==> src/rtl/pci_rdcmd_pkg.sv <==
package pci_rdcmd_pkg;

  localparam int CLS_W      = 8;
  localparam int LG_W       = 3;
  localparam int BURST_W    = 8;
  localparam int LINE_OFF_W = 2 + (1 << LG_W) - 1;

  localparam logic [3:0] CMD_MEM_RD  = 4'b0110;
  localparam logic [3:0] CMD_RD_LINE = 4'b1110;
  localparam logic [3:0] CMD_RD_MULT = 4'b1100;

  // True for a power of two in 2..128
  function automatic logic cls_is_legal(input logic [CLS_W-1:0] c);
    return (c > CLS_W'(1)) && ((c & (c - CLS_W'(1))) == '0);
  endfunction

  // Index of the highest set bit (0 when none)
  function automatic logic [LG_W-1:0] cls_log2(input logic [CLS_W-1:0] c);
    logic [LG_W-1:0] r;
    r = '0;
    for (int i = 0; i < CLS_W; i++) begin
      if (c[i]) r = LG_W'(i);
    end
    return r;
  endfunction

  // Burst limit in Dwords from its log2 code
  function automatic logic [BURST_W-1:0] burst_limit(input logic [LG_W-1:0] s);
    return BURST_W'(1) << s;
  endfunction

endpackage

==> src/rtl/rdcmd_span.sv <==
module rdcmd_span
  import pci_rdcmd_pkg::*;
#(
  parameter int CNT_W = 16
) (
  input  logic                  clk,
  input  logic                  rst_n,
  input  logic [LINE_OFF_W-1:0] addr_lo,
  input  logic [CNT_W-1:0]      nbytes,
  input  logic [LG_W-1:0]       cls_lg,
  output logic [CNT_W-1:0]      dw_cnt,
  output logic                  crosses_dw,
  output logic                  crosses_line,
  output logic                  line_aligned,
  output logic [CNT_W-1:0]      full_lines
);

  localparam int LB_W  = LINE_OFF_W + 1;
  localparam int SUM_W = CNT_W + 2;

  logic [LB_W-1:0]  line_bytes;
  logic [LB_W-1:0]  line_off;
  logic [SUM_W-1:0] dw_sum;
  logic [SUM_W-1:0] dw_round;
  logic [SUM_W-1:0] line_end;

  assign line_bytes   = LB_W'(4) << cls_lg;
  assign line_off     = {1'b0, addr_lo} & (line_bytes - LB_W'(1));
  assign dw_sum       = SUM_W'(addr_lo[1:0]) + SUM_W'(nbytes);
  assign dw_round     = dw_sum + SUM_W'(3);
  assign line_end     = SUM_W'(line_off) + SUM_W'(nbytes);

  assign crosses_dw   = dw_sum > SUM_W'(4);
  assign crosses_line = line_end > SUM_W'(line_bytes);
  assign line_aligned = (line_off == '0);
  assign full_lines   = nbytes >> (32'(cls_lg) + 2);
  assign dw_cnt       = (nbytes == '0) ? '0 : dw_round[SUM_W-1:2];


  span_nest_chk: assert property (@(posedge clk) disable iff (!rst_n)
    crosses_line |-> crosses_dw);

endmodule

==> src/rtl/rdcmd_policy.sv <==
module rdcmd_policy
  import pci_rdcmd_pkg::*;
#(
  parameter int CNT_W = 16
) (
  input  logic               clk,
  input  logic               rst_n,
  input  logic               cache_en,
  input  logic               rdline_en,
  input  logic               rdmult_en,
  input  logic               nopf_fetch,
  input  logic [CLS_W-1:0]   cls_dw,
  input  logic [LG_W-1:0]    cls_lg,
  input  logic [LG_W-1:0]    burst_sel,
  input  logic [CNT_W-1:0]   dw_cnt,
  input  logic               crosses_dw,
  input  logic               crosses_line,
  input  logic               line_aligned,
  input  logic [CNT_W-1:0]   full_lines,
  output logic [3:0]         sel_cmd,
  output logic [BURST_W-1:0] sel_burst
);

  logic [BURST_W-1:0] limit;
  logic [BURST_W-1:0] lines_cap;
  logic [BURST_W-1:0] rm_lines;
  logic [BURST_W-1:0] rm_burst;
  logic [BURST_W-1:0] mr_burst;
  logic               cls_ok;
  logic               gate_ok;
  logic               rm_hit;
  logic               rl_hit;

  assign limit     = burst_limit(burst_sel);
  assign cls_ok    = cache_en && cls_is_legal(cls_dw) && (BURST_W'(cls_dw) <= limit);
  assign gate_ok   = cls_ok && !nopf_fetch;
  assign rm_hit    = gate_ok && rdmult_en && line_aligned && (full_lines != '0);
  assign rl_hit    = gate_ok && rdline_en && crosses_dw && !crosses_line;

  assign lines_cap = limit >> cls_lg;
  assign rm_lines  = (full_lines > CNT_W'(lines_cap)) ? lines_cap : BURST_W'(full_lines);
  assign rm_burst  = rm_lines << cls_lg;
  assign mr_burst  = (dw_cnt > CNT_W'(limit)) ? limit : BURST_W'(dw_cnt);

  always_comb begin
    if (rm_hit) begin
      sel_cmd   = CMD_RD_MULT;
      sel_burst = rm_burst;
    end else if (rl_hit) begin
      sel_cmd   = CMD_RD_LINE;
      sel_burst = BURST_W'(dw_cnt);
    end else begin
      sel_cmd   = CMD_MEM_RD;
      sel_burst = mr_burst;
    end
  end


  nopf_mr_chk: assert property (@(posedge clk) disable iff (!rst_n)
    nopf_fetch |-> (sel_cmd == CMD_MEM_RD));


  cache_off_chk: assert property (@(posedge clk) disable iff (!rst_n)
    !cache_en |-> (sel_cmd == CMD_MEM_RD));


  rm_burst_chk: assert property (@(posedge clk) disable iff (!rst_n)
    (sel_cmd == CMD_RD_MULT) |->
      ((sel_burst <= limit) && (sel_burst != '0) &&
       ((sel_burst & (BURST_W'(cls_dw) - BURST_W'(1))) == '0)));


  rl_inline_chk: assert property (@(posedge clk) disable iff (!rst_n)
    (sel_cmd == CMD_RD_LINE) |-> (crosses_dw && !crosses_line));


  burst_cap_chk: assert property (@(posedge clk) disable iff (!rst_n)
    sel_burst <= limit);

endmodule

==> src/rtl/rdcmd_outreg.sv <==
module rdcmd_outreg
  import pci_rdcmd_pkg::*;
(
  input  logic               clk,
  input  logic               rst_n,
  input  logic               load,
  input  logic [3:0]         cmd_d,
  input  logic [BURST_W-1:0] burst_d,
  input  logic               dac_d,
  output logic               vld_q,
  output logic [3:0]         cmd_q,
  output logic [BURST_W-1:0] burst_q,
  output logic               dac_q
);

  always_ff @(posedge clk) begin
    if (!rst_n) begin
      vld_q   <= 1'b0;
      cmd_q   <= '0;
      burst_q <= '0;
      dac_q   <= 1'b0;
    end else begin
      vld_q <= load;
      if (load) begin
        cmd_q   <= cmd_d;
        burst_q <= burst_d;
        dac_q   <= dac_d;
      end
    end
  end


  pulse_follow_chk: assert property (@(posedge clk) disable iff (!rst_n)
    load |=> vld_q);


  pulse_cause_chk: assert property (@(posedge clk) disable iff (!rst_n)
    vld_q |-> $past(load));


  hold_idle_chk: assert property (@(posedge clk) disable iff (!rst_n)
    !load |=> ($stable(cmd_q) && $stable(burst_q) && $stable(dac_q)));

endmodule

==> src/rtl/pci_rdcmd_sel.sv <==
module pci_rdcmd_sel
  import pci_rdcmd_pkg::*;
#(
  parameter int ADDR_W = 64,
  parameter int CNT_W  = 16
) (
  input  logic               clk,
  input  logic               rst_n,
  input  logic               req_vld,
  input  logic [ADDR_W-1:0]  req_addr,
  input  logic [CNT_W-1:0]   req_bytes,
  input  logic [CLS_W-1:0]   cls_dw,
  input  logic [LG_W-1:0]    burst_sel,
  input  logic               cache_en,
  input  logic               rdline_en,
  input  logic               rdmult_en,
  input  logic               nopf_fetch,
  output logic               vld_o,
  output logic [3:0]         cmd_o,
  output logic [BURST_W-1:0] burst_o,
  output logic               dac_o
);

  localparam int HI_LSB = 32;

  logic [LG_W-1:0]    cls_lg;
  logic [CNT_W-1:0]   dw_cnt;
  logic               crosses_dw;
  logic               crosses_line;
  logic               line_aligned;
  logic [CNT_W-1:0]   full_lines;
  logic [3:0]         sel_cmd;
  logic [BURST_W-1:0] sel_burst;
  logic               dac_need;
  logic               unused_mid_addr;

  assign cls_lg          = cls_log2(cls_dw);
  assign dac_need        = |req_addr[ADDR_W-1:HI_LSB];
  assign unused_mid_addr = ^req_addr[HI_LSB-1:LINE_OFF_W];

  rdcmd_span #(.CNT_W(CNT_W)) span_i (
    .clk          (clk),
    .rst_n        (rst_n),
    .addr_lo      (req_addr[LINE_OFF_W-1:0]),
    .nbytes       (req_bytes),
    .cls_lg       (cls_lg),
    .dw_cnt       (dw_cnt),
    .crosses_dw   (crosses_dw),
    .crosses_line (crosses_line),
    .line_aligned (line_aligned),
    .full_lines   (full_lines)
  );

  rdcmd_policy #(.CNT_W(CNT_W)) policy_i (
    .clk          (clk),
    .rst_n        (rst_n),
    .cache_en     (cache_en),
    .rdline_en    (rdline_en),
    .rdmult_en    (rdmult_en),
    .nopf_fetch   (nopf_fetch),
    .cls_dw       (cls_dw),
    .cls_lg       (cls_lg),
    .burst_sel    (burst_sel),
    .dw_cnt       (dw_cnt),
    .crosses_dw   (crosses_dw),
    .crosses_line (crosses_line),
    .line_aligned (line_aligned),
    .full_lines   (full_lines),
    .sel_cmd      (sel_cmd),
    .sel_burst    (sel_burst)
  );

  rdcmd_outreg out_i (
    .clk     (clk),
    .rst_n   (rst_n),
    .load    (req_vld),
    .cmd_d   (sel_cmd),
    .burst_d (sel_burst),
    .dac_d   (dac_need),
    .vld_q   (vld_o),
    .cmd_q   (cmd_o),
    .burst_q (burst_o),
    .dac_q   (dac_o)
  );


  dac_flag_chk: assert property (@(posedge clk) disable iff (!rst_n)
    req_vld |=> (dac_o == $past(|req_addr[ADDR_W-1:HI_LSB])));

endmodule

==> config.mk <==
export PLATFORM = sky130hd
export DESIGN_NAME = pci_rdcmd_sel
export DESIGN_NICKNAME = d
export VERILOG_FILES = /design/src/rtl/pci_rdcmd_pkg.sv /design/src/rtl/rdcmd_span.sv /design/src/rtl/rdcmd_policy.sv /design/src/rtl/rdcmd_outreg.sv /design/src/rtl/pci_rdcmd_sel.sv
export SDC_FILE = /design/constraint.sdc
export NUM_CORES = 1
export LEC_CHECK = 0
export CAP_MARGIN = 40
export CELL_PAD_IN_SITES_DETAIL_PLACEMENT = 1
export CELL_PAD_IN_SITES_GLOBAL_PLACEMENT = 1
export CORE_UTILIZATION = 35
export DETAILED_ROUTE_END_ITERATION = 10
export HOLD_SLACK_MARGIN = 0.03
export PLACE_DENSITY_LB_ADDON = 0.1
export SLEW_MARGIN = 20
export SYNTH_ARGS = -nofsm -noshare
export SYNTH_HDL_FRONTEND = slang
export SYNTH_SLANG_ARGS = --single-unit
==> constraint.sdc <==
create_clock -name clk -period 7.9 [get_ports clk]
set_input_delay 1.58 -clock clk [delete_from_list [all_inputs] [get_ports clk]]
set_output_delay 1.58 -clock clk [all_outputs]
set_load 0.005 [all_outputs]
After elaboration in Yosys (flattened, before gate mapping)
Index checks and enable logic that the tools add are counted.
{"block": "totals", "word_cells": 54, "register_bits": 14}
{"block": "op_classes", "n_reduce_logical": 17, "n_bitwise": 2, "mux": 14, "order_cmp": 6, "addsub": 6, "shift": 5}
{"op": "$gt A16 B8 Y1", "n": 2}
{"op": "$mux W8", "n": 4}
{"op": "$reduce_or A32 Y1", "n": 1}
{"op": "$shr A16 B32 Y16", "n": 1}
{"op": "$add A18 B2 Y18 const B", "n": 1}
{"op": "$gt A18 B10 Y1", "n": 1}
{"op": "$gt A18 B3 Y1 const B", "n": 1}
{"op": "$mux W3", "n": 6}
{"op": "$add A10 B16 Y17", "n": 1}
{"op": "$add A2 B16 Y17", "n": 1}
{"op": "$logic_not A16 Y1", "n": 1}
{"op": "$mux W16", "n": 1}
{"op": "$reduce_bool A16 Y1", "n": 1}
{"op": "$and A9 B10 Y10", "n": 1}
{"op": "$logic_and A1 B1 Y1", "n": 10}
{"op": "$logic_not A10 Y1", "n": 1}
{"op": "$shl A3 B3 Y10 const A", "n": 1}
{"op": "$sub A10 B1 Y10 const B", "n": 1}
{"op": "$and A8 B8 Y8", "n": 1}
{"op": "$gt A8 B1 Y1 const B", "n": 1}
{"op": "$le A8 B8 Y1", "n": 1}
{"op": "$logic_not A8 Y1", "n": 1}
{"op": "$mux W4", "n": 2}
{"op": "$shl A1 B3 Y8 const A", "n": 1}
{"op": "6 further kinds", "n": 7}

Logic depth before layout (Yosys ltp)
{"block": "logic_depth", "ltp_word": 16, "mapped_depth": 28, "mapped_depth_nobuf": 25}

Hierarchy
Synthesis repeated with hierarchy kept, for this count alone.
{"block": "unflattened", "hier_cells": 618, "area_unflattened_um2": 4372.9}
{"mod": "rdcmd_span", "area_each_um2": 2189.6, "cells_each": 339, "instances": 1}
{"mod": "rdcmd_policy", "area_each_um2": 1529.0, "cells_each": 214, "instances": 1}
{"mod": "rdcmd_outreg", "area_each_um2": 534.3, "cells_each": 44, "instances": 1}
{"mod": "pci_rdcmd_sel", "area_each_um2": 120.1, "cells_each": 21, "instances": 1}

Worst setup path after synthesis
OpenSTA, ideal clock, no wires.
{"block": "synth_timing", "path_kind": "input to register", "startpoint": "in cls_dw[5]", "endpoint": "reg out_i.burst_q[4]", "required_time_ns": 7.775, "t_arrival_ns": 7.207, "setup_slack_ns": 0.568, "path_stages": 27, "setup_ns": 0.125, "path_buffers": 3, "path_cell_list": "clkbuf_1 -> nor4_1 -> clkbuf_1 -> nand2_1 -> a21oi_1 -> inv_1 -> ha_1 -> o211ai_1 -> o21ai_0 -> nand2_1 -> inv_1 -> ha_1 -> a2111oi_0 -> o21ai_0 -> a21oi_1 -> xnor2_1 -> ha_1 -> and4_1 -> and4_1 -> or3b_2 -> a2111oi_0 -> o2111ai_1 -> o21ai_0 -> clkbuf_1 -> mux2_2 -> o221ai_1 -> nor2_1"}
{"block": "synth_between", "elab_chain_len": 12}
{"item": "from (decl)", "line": "pci_rdcmd_sel.sv:12", "text": "input logic [CLS_W-1:0] cls_dw,"}
{"item": "$mux W3 / $sub A8 B1 Y8 (equally long branches)", "line": "pci_rdcmd_pkg.sv:22, pci_rdcmd_pkg.sv:14"}
{"item": "$mux W3 / $and A8 B8 Y8 (equally long branches)", "line": "pci_rdcmd_pkg.sv:22, pci_rdcmd_pkg.sv:14"}
{"item": "$mux W3 / $logic_not A8 Y1 (equally long branches)", "line": "pci_rdcmd_pkg.sv:22, pci_rdcmd_pkg.sv:14"}
{"item": "$shl A3 B3 Y10 / $logic_and A1 B1 Y1 (equally long branches)", "line": "rdcmd_span.sv:27, pci_rdcmd_pkg.sv:14"}
{"item": "$sub A10 B1 Y10 / $logic_and A1 B1 Y1 (equally long branches)", "line": "rdcmd_span.sv:28, rdcmd_policy.sv:35"}
{"item": "$and A9 B10 Y10 / $logic_and A1 B1 Y1 (equally long branches)", "line": "rdcmd_span.sv:28, rdcmd_policy.sv:35"}
{"item": "$add A10 B16 Y17 / $logic_and A1 B1 Y1 (equally long branches)", "line": "rdcmd_span.sv:31, rdcmd_policy.sv:36"}
{"item": "$gt A18 B10 Y1 / $logic_and A1 B1 Y1 (equally long branches)", "line": "rdcmd_span.sv:34, rdcmd_policy.sv:38"}
{"item": "$logic_not A1 Y1 / $logic_and A1 B1 Y1 (equally long branches)", "line": "rdcmd_policy.sv:38", "text": "assign rl_hit = gate_ok && rdline_en && crosses_dw && !crosses_line;"}
{"item": "$logic_and A1 B1 Y1", "line": "rdcmd_policy.sv:38"}
{"item": "$mux W8", "line": "rdcmd_policy.sv:49", "text": "end else if (rl_hit) begin"}
{"item": "$mux W8 (*)", "line": "rdcmd_policy.sv:46", "text": "if (rm_hit) begin"}
{"item": "to (signal assigned)", "line": "rdcmd_outreg.sv:26", "text": "burst_q <= burst_d;"}
{"item": "to (decl)", "line": "rdcmd_outreg.sv:12", "text": "output logic [BURST_W-1:0] burst_q,"}
Every way passes the cells marked *; elsewhere a longest branch is shown, timed or not.
A chain may end at the register's enable or synchronous reset.

Final worst setup path
{"block": "layout_timing", "startpoint": "in cls_dw[7]", "endpoint": "reg out_i.burst_q[4]"}
{"block": "layout_between", "elab_chain_len": 12}
{"item": "branches (longest 11 deep; another with $gt A18 B10 Y1)"}
{"item": "$mux W8 (*)", "line": "rdcmd_policy.sv:46"}
Mark *: on every way between the ends.

==> flow_summary.json <==
{
  "synth_compound_area_share_pct": 28.6,
  "fp-row-count": 39,
  "ys.flop_type": "dfxtp_1",
  "route.detailed.drc": 5,
  "worstSkewPairLatency_ns": 0.24,
  "setup-violations-final": 0,
  "synth_cell_types": 71,
  "finalCriticalPeriod_ns": 7.51,
  "gp_congestion": 0.941,
  "netlist_area_mm2": 0.00419,
  "layout_common_cells": "86 x clkdlybuf4s50_1, 51 x nand2_1, 48 x nor2_1",
  "pre_cts_slack_ns": -0.0970,
  "synth-simple-area-share_pct": 31.7,
  "final.setup.worst_slack_ns": 0.387,
  "yosys.area.top_type_share_pct": 12.2,
  "finalWirelength_um": 17900,
  "fmax_mhz": 133,
  "die_w_um": 111,
  "hold_violations": 0,
  "synthTopCellsByArea": "ha_1 12%, dfxtp_1 6.2%, mux2i_1 5.3%",
  "layout.nets": 837,
  "rr_startpoint": "out_i.burst_q[7]",
  "synthMuxAreaShare_pct": 9.01,
  "grt.total_usage_pct": 28.7,
  "fillCellCount": 1483,
  "num_io_pins": 112,
  "num_vias": 5264,
  "reg2reg_depth": 3,
  "cts_max_path_buffers": 2,
  "yosys_warnings": 0,
  "finalMaxSlewViolations": 0,
  "reg2reg_setup_slack_ns": 6.99,
  "period_share_pct": 95.1,
  "power.density_mw_per_mm2": 93.1,
  "cp-start-kind": "primary input",
  "coreArea_mm2": 0.0116,
  "via_per_inst": 6.27,
  "maxCapViolCount": 0,
  "worst_pin_slew_ns": 0.834,
  "slew_headroom_pct": 44.4,
  "cts_buffers": 3,
  "firstDrtPassIters": 8,
  "grt_start_max_net_pins": 21,
  "drive_above_1_share_pct": 10.2,
  "wl_per_cell_um": 21.3,
  "final_common_cell": "clkdlybuf4s50_1",
  "yosysTopAreaCell": "ha_1",
  "synthAdderAreaFrac_pct": 12.7,
  "clk_pin_slew_ns": 0.04,
  "postRouteAntennaNets": 0,
  "ys_ff_latch": 13,
  "grt_pass1_vias": 5443,
  "status": "finished with violations",
  "clkSinkCount": 13,
  "report.power.total_w": 0.000508,
  "violations": "DRC",
  "diodes": 0,
  "cts.htree.levels": 1,
  "crit_end": "out_i.burst_q[4]",
  "arrival_ns": 7.63,
  "fin_worst_skew_ns": 0,
  "p_leak_nw": 2.11,
  "hold_start": "out_i.cmd_q[2]",
  "synth-seq-area-share_pct": 6.21,
  "dp_hpwl_um": 14600,
  "worstSetupStartpoint": "cls_dw[7]",
  "synth_xor_area_share_pct": 4.80,
  "first_iter_violations": 331,
  "hold_path_class": "flop to flop",
  "cts-root-buf": "clkbuf_16",
  "antenna_found_initial": 0,
  "synth_top_family_by_area": "simple AND/OR/NAND/NOR gates",
  "worstSetupPathType": "primary input to flop",
  "synth-async-reset-ratio_pct": 0,
  "synth_edf_count": 0,
  "die_h_um": 111,
  "initial_core_util_pct": 36.3,
  "end_kind": "flop",
  "rsz0062_at_grt": "false",
  "cts_hold_buf": 0,
  "grt_overflow": 0,
  "area_delta_synth_final_pct": 30.0,
  "grt_pass1_wl_um": 28800,
  "cts_tree": "done",
  "synth_nets": 752,
  "cp.required_ns": 8.01,
  "avgSynthCellArea_um2": 6.85,
  "ir_drop_mv": 0.0919,
  "r2r-end": "out_i.burst_q[7]",
  "syn_inst": 612,
  "port_buffers": 87,
  "cp_max_fo": 11,
  "dieArea_mm2": 0.0124
}
cells in the mapped netlist, types with 4 or more instances:
cell	instances
or2_2	8
nor2b_1	14
a211o_1	4
mux2_2	6
nand4_1	14
nor4_1	27
mux4_2	4
mux2i_1	22
a21oi_1	34
xnor2_1	17
buf_2	6
and3_1	6
a31oi_1	11
nor2_1	48
nor3_1	13
clkbuf_1	32
o21bai_1	5
and2_1	7
nand2b_1	7
and4_1	7
a21o_1	9
nand3_1	26
o21a_1	10
o21ai_0	42
o2bb2ai_1	5
or4_1	5
ha_1	41
dfxtp_1	13
xor2_1	6
nand2_1	51
a211oi_1	8
o211ai_1	13
inv_1	30
per-layer routing:
metal	vias to the layer above	wire, µm	track usage (%)
li1	2482	-	-
met1	2564	8270	39.5
met2	195	8420	49.6
met4	0	292	5.95
met5	-	0	0
met3	23	878	1.47
layout make-up:
class / count / area, µm² / share of cell area (%)
multi-input cells: 526 / 3680 / 67.6
repair buffers: 120 / 1120 / 20.6
flip-flops and latches: 13 / 260 / 4.77
well taps: 143 / 179 / 3.28
inverters: 33 / 124 / 2.27
clock buffers: 4 / 78.8 / 1.45
timing repair:
item,CTS,global route
hold endpoints to repair,0,0
resized for setup,0,10
endpoints found under the setup margin,0,8
setup buffers,0,1
registers in the layout, summed over array words and instances, names as in the netlist:
name	count
out_i.vld_q	1
out_i.burst_q	8
out_i.cmd_q	3
out_i.dac_q	1
kinds of logic (layout without fill, tap and decap cells):
| group | count (synthesis) | in the layout |
|---|---|---|
| AOI/OAI and AO/OA | 178 | 178 |
| buffers and inverters | 73 | 157 |
| DFF | 13 | 13 |
| other | 1 | 1 |
| adders and majority gates | 42 | 42 |
| muxes | 32 | 32 |
| xor gates and xnor gates | 23 | 23 |
| and+or+nand+nor | 250 | 250 |
power by group:
group          internal (W)  switching (W)
Combinational      0.000152       0.000189
Sequential        0.0000690     0.00000153
Clock             0.0000680      0.0000277
Total              0.000289       0.000219
per-stage QoR:
step	setup TNS (ns)	std cells	instance area, µm²	hold slack [ns]	utilization, %
detailed placement	-0.179	834	5340	0.449	46.2
finish	0	839	5450	0.455	47.1
global route	0	839	5450	0.488	47.1
CTS	0	838	5420	0.465	46.8
floorplan	0	612	4190	0.451	-
global placement	0	833	5330	0.440	46.1
worst min path at each step:
stage | cells after the start | slack [ns] | end
after floorplan | 1 | 0.45 | out_i.cmd_q[2]
after global routing | 1 | 0.49 | out_i.cmd_q[2]
after global placement | 1 | 0.44 | out_i.cmd_q[2]
final | 1 | 0.46 | out_i.cmd_q[2]
after detailed placement | 1 | 0.45 | out_i.cmd_q[2]
after CTS | 1 | 0.46 | out_i.cmd_q[2]
worst max-delay path, cell delays in order:
cell	delay (ns)
clkdlybuf4s50_1	0.55
or4_4	0.61
nor3_4	0.22
inv_2	0.06
ha_1	0.24
o211ai_1	0.10
o21ai_0	0.11
nand2_1	0.12
inv_1	0.06
ha_1	0.30
a2111oi_1	0.42
nor3_1	0.11
a21oi_2	0.20
xnor2_1	0.10
ha_1	0.33
and4_1	0.27
and4_1	0.22
or3b_2	0.46
a2111oi_2	0.40
o2111ai_1	0.19
o21ai_0	0.19
buf_4	0.20
mux2_2	0.34
o221ai_1	0.15
nor2_1	0.06
(Power assumes the default switching activity.)
